### src/rtl/muldiv_pkg.sv
package muldiv_pkg;

  typedef enum logic [1:0] {
    OP_MUL_S = 2'd0,
    OP_MUL_U = 2'd1,
    OP_DIV_S = 2'd2,
    OP_DIV_U = 2'd3
  } mdOp_e;

  // strobes from the sequencer to the datapath
  typedef struct packed {
    logic load;    // capture operands, magnitudes and sign flags
    logic step;    // one shift-add or shift-subtract iteration
    logic commit;  // sign correction and HI/LO write
  } mdCtl_t;

endpackage

### src/rtl/muldiv_ctrl.sv
module muldiv_ctrl
  import muldiv_pkg::*;
#(
  parameter int W = 32
) (
  input  logic   clk,
  input  logic   rstN,
  input  logic   startValid,
  output mdCtl_t ctl,
  output logic   busy,
  output logic   done
);

  localparam int CW = $clog2(W);

  typedef enum logic [1:0] {S_IDLE, S_RUN, S_FIX} state_e;

  state_e        state;
  logic [CW-1:0] iterCnt;
  logic          lastIter;

  assign lastIter = (iterCnt == CW'(W - 1));

  always_comb begin
    ctl        = '0;
    ctl.load   = (state == S_IDLE) && startValid;
    ctl.step   = (state == S_RUN);
    ctl.commit = (state == S_FIX);
  end

  always_ff @(posedge clk) begin
    if (!rstN) begin
      state   <= S_IDLE;
      iterCnt <= '0;
      done    <= 1'b0;
    end else begin
      done <= ctl.commit;
      unique case (state)
        S_IDLE: if (startValid) begin
          state   <= S_RUN;
          iterCnt <= '0;
        end
        S_RUN: begin
          iterCnt <= iterCnt + 1'b1;
          if (lastIter) state <= S_FIX;
        end
        S_FIX:   state <= S_IDLE;
        default: state <= S_IDLE;
      endcase
    end
  end

  assign busy = (state != S_IDLE);


  strobe_excl_chk: assert property (@(posedge clk) disable iff (!rstN)
    $onehot0({ctl.load, ctl.step, ctl.commit}));


  done_pulse_chk: assert property (@(posedge clk) disable iff (!rstN)
    done |=> !done);

endmodule

### src/rtl/muldiv_dp.sv
module muldiv_dp
  import muldiv_pkg::*;
#(
  parameter int W = 32
) (
  input  logic         clk,
  input  logic         rstN,
  input  mdCtl_t       ctl,
  input  logic [1:0]   startOp,
  input  logic [W-1:0] opA,
  input  logic [W-1:0] opB,
  output logic [W-1:0] hiReg,
  output logic [W-1:0] loReg
);

  localparam int DW = 2 * W;

  // working state
  logic [W-1:0] accHi, accLo, opMag;
  logic         isDiv, negRes, negRem, divZero;

  // operand preparation at load
  logic         inSigned, aNeg, bNeg;
  logic [W-1:0] aMag, bMag;

  always_comb begin
    inSigned = (startOp == OP_MUL_S) || (startOp == OP_DIV_S);
    aNeg     = inSigned && opA[W-1];
    bNeg     = inSigned && opB[W-1];
    aMag     = aNeg ? (~opA + 1'b1) : opA;
    bMag     = bNeg ? (~opB + 1'b1) : opB;
  end

  // one iteration of each algorithm
  logic [W:0]   mulSum, mulAddend;
  logic [W:0]   divShift;
  logic         divTake;

  always_comb begin
    mulAddend = accLo[0] ? {1'b0, opMag} : '0;
    mulSum    = {1'b0, accHi} + mulAddend;
    divShift  = {accHi, accLo[W-1]};
    divTake   = (divShift >= {1'b0, opMag});
  end

  // sign correction
  logic [DW-1:0] prodMag, prodFix;
  logic [W-1:0]  quoFix, remFix;

  always_comb begin
    prodMag = {accHi, accLo};
    prodFix = negRes ? (~prodMag + 1'b1) : prodMag;
    if (divZero)     quoFix = '1;
    else if (negRes) quoFix = ~accLo + 1'b1;
    else             quoFix = accLo;
    remFix  = negRem ? (~accHi + 1'b1) : accHi;
  end

  always_ff @(posedge clk) begin
    if (!rstN) begin
      accHi   <= '0;
      accLo   <= '0;
      opMag   <= '0;
      isDiv   <= 1'b0;
      negRes  <= 1'b0;
      negRem  <= 1'b0;
      divZero <= 1'b0;
      hiReg   <= '0;
      loReg   <= '0;
    end else begin
      if (ctl.load) begin
        accHi   <= '0;
        accLo   <= aMag;
        opMag   <= bMag;
        isDiv   <= startOp[1];
        negRes  <= aNeg ^ bNeg;
        negRem  <= aNeg;
        divZero <= (opB == '0);
      end else if (ctl.step) begin
        if (isDiv) begin
          accHi <= divTake ? W'(divShift - {1'b0, opMag}) : divShift[W-1:0];
          accLo <= {accLo[W-2:0], divTake};
        end else begin
          accHi <= mulSum[W:1];
          accLo <= {mulSum[0], accLo[W-1:1]};
        end
      end
      if (ctl.commit) begin
        if (isDiv) begin
          hiReg <= remFix;
          loReg <= quoFix;
        end else begin
          hiReg <= prodFix[DW-1:W];
          loReg <= prodFix[W-1:0];
        end
      end
    end
  end


  operand_hold_chk: assert property (@(posedge clk) disable iff (!rstN)
    ctl.step |=> $stable(opMag) && $stable(isDiv));


  rem_bound_chk: assert property (@(posedge clk) disable iff (!rstN)
    (ctl.step && isDiv && !divZero) |=> (accHi < opMag));

endmodule

### src/rtl/muldiv_unit.sv
module muldiv_unit
  import muldiv_pkg::*;
#(
  parameter int W = 32
) (
  input  logic         clk,
  input  logic         rstN,
  input  logic         startValid,
  input  logic [1:0]   startOp,
  input  logic [W-1:0] opA,
  input  logic [W-1:0] opB,
  output logic         busy,
  output logic         done,
  output logic [W-1:0] hiOut,
  output logic [W-1:0] loOut
);

  mdCtl_t ctl;

  muldiv_ctrl #(.W(W)) u_ctrl (
    .clk       (clk),
    .rstN      (rstN),
    .startValid(startValid),
    .ctl       (ctl),
    .busy      (busy),
    .done      (done)
  );

  muldiv_dp #(.W(W)) u_dp (
    .clk    (clk),
    .rstN   (rstN),
    .ctl    (ctl),
    .startOp(startOp),
    .opA    (opA),
    .opB    (opB),
    .hiReg  (hiOut),
    .loReg  (loOut)
  );


  busy_done_chk: assert property (@(posedge clk) disable iff (!rstN)
    done |-> !busy);


  result_hold_chk: assert property (@(posedge clk) disable iff (!rstN)
    busy |=> (done || ($stable(hiOut) && $stable(loOut))));

endmodule

### config.mk
export PLATFORM = sky130hd
export DESIGN_NAME = muldiv_unit
export DESIGN_NICKNAME = d
export VERILOG_FILES = /design/src/rtl/muldiv_pkg.sv /design/src/rtl/muldiv_ctrl.sv /design/src/rtl/muldiv_dp.sv /design/src/rtl/muldiv_unit.sv
export SDC_FILE = /design/constraint.sdc
export NUM_CORES = 1
export LEC_CHECK = 0
export BUFFER_PORTS_ARGS = -buffer_cell sky130_fd_sc_hd__buf_2
export CAP_MARGIN = 20
export CORE_MARGIN = 3
export CORE_UTILIZATION = 35
export DETAILED_ROUTE_END_ITERATION = 7
export PLACE_DENSITY_LB_ADDON = 0.25
export RECOVER_POWER = 100
export SLEW_MARGIN = 30
export SYNTH_ARGS = -nofsm -noshare
export SYNTH_HDL_FRONTEND = slang
export SYNTH_SLANG_ARGS = --single-unit
### constraint.sdc
create_clock -name clk -period 4.86 [get_ports clk]
set_input_delay 0.972 -clock clk [delete_from_list [all_inputs] [get_ports clk]]
set_output_delay 0.972 -clock clk [all_outputs]
set_load 0.1 [all_outputs]
==> impl_summary.md, run 1 <==
Setup path
Data on the critical path is required at its endpoint by around 5.2 ns. The buffers plus inverters on the worst setup path is 0. The number of cells on the worst reg-to-reg path is 10.

The worst setup path is of the reg -> reg kind. The logic depth of the worst path, buffers included is 10. Traced cell by cell, the critical path runs through ha_1 > a21o_1 > a31o_2 > o211ai_1 > a211oi_1 > a211oi_1 > or2_1 > a21oi_1 > a21boi_0 > o31ai_1. In this run the worst path has a maximum fanout of 18. STA classifies the critical path startpoint as a flip-flop.

The worst setup path is captured at a flip-flop. STA puts the critical path data arrival time at about 4.3 ns. The delay of the slowest cell on the worst path is 0.73 ns.

The library cell appearing most often on the critical path is a211oi_1. On the critical path the largest part of the delay comes from compound AO/OA/AOI/OAI gates. The slowest cell on the critical path is or2_1.

Final layout
Of the cells placed in the final design, the portion with a size suffix greater than 1 is 0.0930. The most common cell after layout, fill and taps aside is o21ai_0. Counting the fill cells in the layout gives slightly below 4,000.

In the layout the commonest cells are o21ai_0 (186), dfxtp_1 (170), a21oi_1 (169), nand2_1 (167), nor2_1 (108). The layout-stage area growth over the synthesis result is 11.6%. For this run, the post-layout net count is 1,945. The post-route core utilization is 0.401. The number of antenna diodes in the final layout is 0.

The number of standard cells in the layout, taps in and fillers out is around 2,300.

STA
The total of endpoints with negative setup slack in the final report is 0. In this run the tightest slew margin relative to its limit is -0.0180. The worst hold-check slack is between 0.4 and 0.5 ns. Setup repair after global routing left no endpoint under its margin. Of the available clock period, the critical path in the final layout requires 0.804. After routing, the total negative slack on setup checks comes to 0 ns. The count of final max-slew check failures was approximately 110. Subtracting the final worst setup slack from the clock period gives ~3.9 ns. The hold violation count in the final report was 0. The slew at the pin with the worst max-slew slack is between 1.5 and 2 ns. On the final layout, the worst clock skew is roughly 0.01 ns.

The maximum clock frequency is around 260 MHz.

Synthesis
Yosys mapped a number of flops with a built-in enable equal to 0. The most used flip-flop cell after synthesis is dfxtp_1. In the synthesized netlist the async set-or-reset flop fraction comes to 0.

The number of storage elements in the synthesis netlist is between 150 and 200. The post-synthesis instance total is ~1,700. The cell area after synthesis is 13,300 sq um. The mean area per synthesized cell is around 7.7 sq um. The post-synthesis net count is about 1,900.

The sequential-to-total area share from yosys stat is 0.259. The number of unique standard cell types used by synthesis is 75. The largest total area in the synthesized netlist belongs to dfxtp_1. During synthesis, Yosys emitted a total of 0 warnings. Of the post-synthesis cell area, the dominant cell type holds 0.259.

By area the synthesized netlist is led by dfxtp_1 (26%), o21ai_0 (7.0%), ha_1 (6.6%).

Hold path
The worst hold path belongs to the class reg -> reg. Counting instances, the worst hold path has a depth of 1.

Route
Once detail routing completed, the nets flagged for antenna violations numbered 0. The average wire length per cell after detail routing is just under 20 um. For this run, the detailed router's first-pass iteration total came to 5.

The number of DRC violations after detailed-routing iteration 0 is 1,043. The final routed DRC violation total is 0. Dividing the detail-routed via count by the number of cells gives around 5.7. The final wirelength is 45.2 mm. The final route contains between 10,000 and 15,000 vias.

Power
The sequential share of power is 0.386. The peak ir drop on the vdd network is roughly 0.00022 V. Of the total power, combinational logic draws 0.277.

Dividing total power by cell area gives a power density of between 200 and 300 nW/um^2. For this design the static power due to leakage is 6.08 nW. In this run the power spent charging and discharging nets is about 1.5 mW. Of the total power, the share spent switching nets is 0.369. The clock share of power is 0.337. Cell internal power was estimated by the tool at roughly 2.6 mW.

Floorplanning
The die covers 40,400 sq um. The row count is 70. During I/O placement, the number of pins put on the boundary was approximately 140.

Measured along the x axis, the die boundary spans around 200 um. The initial utilization of the core area, before any placement, comes to 0.359. The die height is around 200 um. The core region is 37,000 sq um.

Clock tree
The clock-pin slew of the registers on the worst-case setup and hold paths is about 0.08 ns. The H-tree was split into 4 levels. The number of gates given a new drive strength after cts is 0. TritonCTS built the clock tree. The hold buffer count at CTS is 0. The number of clock sinks is 172. The clock buffer count from CTS is 17. The post-CTS setup repair buffer count is 0. The clock passes through at most 2 buffers. The cell chosen for the clock root is clkbuf_16. At the later pin of the worst-skew pair, clock insertion delay measures around 0.46 ns.

Global route
The number of global-route vias before repair is 12,365. For this run, the total global-route usage over all layers was measured as 0.217. Entering global routing, the biggest net connects 87 pins. The number of antenna violations at the first check in global routing came to 0. The first global-routing pass estimated just over 70 mm of wire. For this run the aggregate overflow at the end of global routing stands at 0.

Place
Detailed placement finished with a half-perimeter wire length of between 30 and 40 mm. After detailed placement, the design holds a cell count of between 2,000 and 2,500. The congestion estimate from routability-driven global placement came to 0.964.

Port buffering added approximately 130 buffers.

Status
The final reports fail on capacitance limit, slew limit. The run finished, with violations left.

Flow run
The tool flagged a number of max-cap violations equal to 2.
-- Yosys cell counts (all sizes together), types with 7 or more instances --
library cell,count
o21ai,186
dfxtp,172
a21oi,170
nand2,167
nor2,109
xnor2,91
clkbuf,90
xor2,76
ha,70
inv,59
nand3,52
o211a,44
a21o,34
nor3,28
mux2i,26
o31ai,26
nor4,22
o211ai,22
buf,21
or3,21
mux2,19
a31oi,18
o221ai,18
nor2b,17
or4,15
o41ai,14
and2,13
nand4,13
a21boi,11
a211oi,10
and3,10
nand2b,9
o21bai,9
nor3b,7
-- worst register-to-register path, cell delays in order, from the launching register on --
cell and delay, ns:
dfxtp_1 0.57, ha_1 0.39, a21o_1 0.23, a31o_2 0.27, o211ai_1 0.20, a211oi_1 0.16
a211oi_1 0.62, or2_1 0.73, a21oi_1 0.17, a21boi_0 0.20, o31ai_1 0.28
-- flip-flops by register name, summed over array words and instances, names as in the netlist, 2 cells and up --
name / flops
u_ctrl.iterCnt: 5
u_ctrl.state: 2
u_dp.accHi: 32
u_dp.accLo: 32
u_dp.hiReg: 32
u_dp.loReg: 32
u_dp.opMag: 32
-- metrics by stage --
step / instance area, sq um / setup slack, ns / power [mW]
finish: 14900 / 0.951 / 4.08
floorplan: 13300 / 1.57 / 2.36
global route: 14900 / 0.536 / 4.28
global placement: 14400 / 1.15 / 2.70
CTS: 15000 / 1.12 / 4.09
detailed placement: 14400 / 1.09 / 2.71
-- power groups by stage --
stage	clock network (mW)	logic, mW	registers [mW]
floorplan	0	0.804	1.55
global placement	0	1.10	1.60
detailed placement	0	1.11	1.60
CTS	1.41	1.11	1.57
global route	1.46	1.24	1.58
finish	1.37	1.13	1.57
-- cells by family after synthesis --
logic type | Yosys count | share of synthesized area
compound gates | 613 | 0.295
simple gates | 497 | 0.183
flops | 172 | 0.259
buf+inv | 170 | 0.0494
xor+xnor | 167 | 0.110
fa+ha+maj | 72 | 0.0688
mux | 45 | 0.0356
-- layer usage --
metal	up-vias	track usage	wire (um)
met4	0	0.0522	692
met1	6294	0.334	22600
li1	6464	-	-
met2	503	0.311	18400
met3	44	0.0355	3480
met5	-	0	0
-- final timing paths --
kind / end / slack [ns] / startpoint
min: u_ctrl.iterCnt[3] / 0.46 / u_ctrl.iterCnt[3]
max reg2reg: u_dp.accHi[27] / 0.95 / u_dp.accHi[3]
min reg2reg: u_ctrl.iterCnt[3] / 0.46 / u_ctrl.iterCnt[3]
max: u_dp.accHi[27] / 0.95 / u_dp.accHi[3]
-- cell type report --
type	instances	area, sq um	area share
Clock buffer	17	425	0.0286
Clock inverter	15	159	0.0107
Inverter	59	221	0.0149
Multi-Input combinational cell	1394	9200	0.619
Sequential cell	172	3450	0.232
Tap cell	504	631	0.0424
Timing Repair Buffer	160	778	0.0524
Power figures use the tool's default switching activity.
==> run 2: changes to the inputs <==
- clock period: 4.86 -> 4 ns (I/O delays scaled with it)
==> run 2 against run 1 <==
The flow still finishes with violations (capacitance limit, slew limit). Clock power is 29% higher. Sequential share of layout area is 0.43 points lower. Global-route usage is 0.26 points lower. First-iteration DRC count is 3.4% higher. Wire length is 1.7% lower. Die area stayed put. Via count is 0.43% lower. Clock skew is 0.0063 ns higher. Maximum frequency is 6.9% higher. Non-clock buffer count is 33 higher. Register-to-register slack worse by 0.61 ns. Design area is 1.9% higher.
==> impl_summary.md, run 2 (synthesized netlist as in run 1, its figures left out) <==
STA
The relative slew slack is -0.188 (-0.170). The clock period minus final worst setup slack is 3.66 ns (-0.254 ns). The final sum of negative setup slack was 0 ns (unchanged). The total of endpoints with negative setup slack in the final report came to 0 (unchanged). The hold violation count in the final report is 0 (unchanged). The count of final max-slew check failures came to 67 (-36%). The final worst-path cycle share is 0.914 (+0.109).

The slew at the pin with the worst max-slew slack is 1.78 ns (+0.254 ns). The maximum clock frequency is 274 MHz (+6.9%). Setup repair after global routing left no endpoint under its margin. The worst-case clock skew is 0.0162 ns (+0.00626 ns).

Route
The final routed DRC violation total is 0 (unchanged). The average wire length per cell after detail routing is 18.9 um (-3.0%). The met1 wire length came to 22.4 mm (-1.1%). The final wirelength is 44.4 mm (-1.7%). The met2 wirelength from detailed routing is 18.3 mm (-0.16%). The number of DRC violations after detailed-routing iteration 0 came to 1,078 (+3.4%). The average via count per standard cell is 5.63 (-1.8%). The amount of wire on met3 after detailed routing is 3.01 mm (-14%). The number of vias after detailed routing is 13,248 (-0.43%).

The number of nets with antenna violations after routing is 0 (unchanged). In this run the top signal layer used is met4. The detailed-routing iteration count for the pre-antenna-repair pass is 5 (unchanged).

Floorplanning
The number of top-level pins is 135 (unchanged). The chip width was 201 um (unchanged). The die height is 201 um (unchanged). The core area came to 37,000 sq um (unchanged). The initial core utilization is 0.359 (unchanged). The row count came to 70 (unchanged). The overall die area is 40,400 sq um (unchanged).

Setup path
The largest fanout on the critical path was 6 (-12). The required time at the worst-slack endpoint came to 4.36 ns (-0.87 ns). The worst setup path is launched from a flip-flop. The buffers plus inverters on the worst setup path is 2 (+2).

The slowest cell on the critical path is fa_1. The library cell appearing most often on the critical path is o21ai_0. The worst setup path is captured at a flip-flop. The largest delay contributor family on the critical path is compound AO/OA/AOI/OAI gates. The critical path is of the reg -> reg type. The delay of the slowest cell on the worst path is 0.42 ns (-0.31 ns). The data arrival time at the worst-slack endpoint is 4.01 ns (-0.27 ns).

Walking the worst path, the cells encountered are and2_1 > ha_1 > fa_1 > a21o_1 > a221oi_1 > clkbuf_1 > o21ai_0 > a31oi_1 > clkbuf_1 > o21ai_0 > a31oi_1 > o21ai_0 > xnor2_1 > a211oi_1.

Status
The checks that failed: capacitance limit, slew limit. The flow ran to the end, but the final reports show violations.

Final layout
The total number of nets in the final design was 1,978 (+1.7%). The library cell used most frequently in the layout, excluding fill and tap cells, is o21ai_0. The fraction of layout instances using a drive strength above 1 is 0.104 (+0.0108). The final instance area is 15,100 sq um (+1.9%). The top cell types in the final layout, fill and taps aside, are o21ai_0 (186), dfxtp_1 (171), a21oi_1 (170), nand2_1 (167), nor2_1 (109). The area growth from synthesis to layout is 13.7%. The diode insertion count for antenna repair came to 0 (unchanged).

Global route
The number of global-route vias before repair is 12,534 (+1.4%). The wire length of the first global-routing pass is 70.6 mm (-0.27%). The overall global routing resource usage is 0.214 (-0.00256). The total global routing overflow is 0 (unchanged). The largest net degree at the start of global routing is 63 (-28%). The number of antenna violations at the first check in global routing is 0 (unchanged).

Clock tree
The number of clock sinks is 172 (unchanged). TritonCTS built the clock tree. The number of H-tree branching levels was 4 (unchanged). The post-CTS setup repair buffer count came to 0 (unchanged). The clock buffer count from CTS is 17 (unchanged). The number of gates given a new drive strength after cts is 0 (unchanged). The hold buffer count at CTS is 0 (unchanged). The clock-pin slew of the registers on the worst-case setup and hold paths is 0.08 ns (about the same). The tree is rooted in a clkbuf_16. The maximum buffer depth of the clock tree came to 2 (unchanged).

The clock network latency to the later pin of the worst-skew pair came to 0.45 ns (about the same).

Power
The power density over cell area was 333 nW/um^2 (+21%). The peak ir drop on the vdd network came to 0.000256 V (+17%). The leakage power is 6.25 nW (+2.7%).

The overall power of the completed layout was 5.04 mW (+24%).

Flow run
The max-cap check violation count is 2 (unchanged).

Place
The HPWL after detailed placement is 34.0 mm (-2.0%). The number of buffers added on ports is 134 (unchanged). The final estimated routing congestion in global placement was 0.952 (-1.2%).

The cell area reported after detailed placement is 14,700 sq um (+1.8%).

Hold path
The class of the tightest hold or removal check is reg -> reg.
==> run 2: cell type report <==
class	instances	area, sq um
flip-flops and latches	172	3440
clock buffers	18	439
multi-input cells	1394	9200
well taps	504	631
fillers	3933	21900
clock inverters	14	181
inverters	59	221
repair buffers	193	1020
==> run 2: worst reg2reg max path, stage by stage, from the launching register on <==
cell	delay [ns]
dfxtp_1	0.37
and2_1	0.16
ha_1	0.21
fa_1	0.42
a21o_1	0.20
a221oi_1	0.24
clkbuf_1	0.18
o21ai_0	0.19
a31oi_1	0.21
clkbuf_1	0.27
o21ai_0	0.22
a31oi_1	0.30
o21ai_0	0.20
xnor2_1	0.17
a211oi_1	0.23
==> run 2: path summary, 6_finish.rpt <==
path	start	to	slack [ns]	depth (start not counted)
setup / recovery	u_dp.accLo[0]	u_dp.accHi[29]	0.34	14
hold / removal	u_ctrl.iterCnt[3]	u_ctrl.iterCnt[3]	0.46	1
setup reg to reg	u_dp.accLo[0]	u_dp.accHi[29]	0.34	14
hold reg to reg	u_ctrl.iterCnt[3]	u_ctrl.iterCnt[3]	0.46	1
==> run 2: report_power, final <==
part / internal (mW) / switching (mW)
registers: 1.79 / 0.109
logic: 0.529 / 0.845
clock network: 0.915 / 0.852
total: 3.23 / 1.81
==> run 2: per-stage QoR <==
stage | worst slack, ns | hold slack [ns] | util | instances
2_1_floorplan | 0.813 | 0.415 | - | 1736
3_3_place_gp | 0.519 | 0.428 | 0.396 | 2322
3_5_place_dp | 0.462 | 0.440 | 0.396 | 2322
4_1_cts | 0.526 | 0.450 | 0.413 | 2354
5_1_grt | 0.0775 | 0.485 | 0.409 | 2354
6_report | 0.345 | 0.455 | 0.409 | 2354
==> run 2: routing by layer <==
| layer | vias to the layer above | global-route usage |
|---|---|---|
| met2 | 435 | 0.314 |
| li1 | 6553 | - |
| met3 | 41 | 0.0389 |
| met4 | 0 | 0.0464 |
| met5 | - | 0 |
| met1 | 6219 | 0.325 |
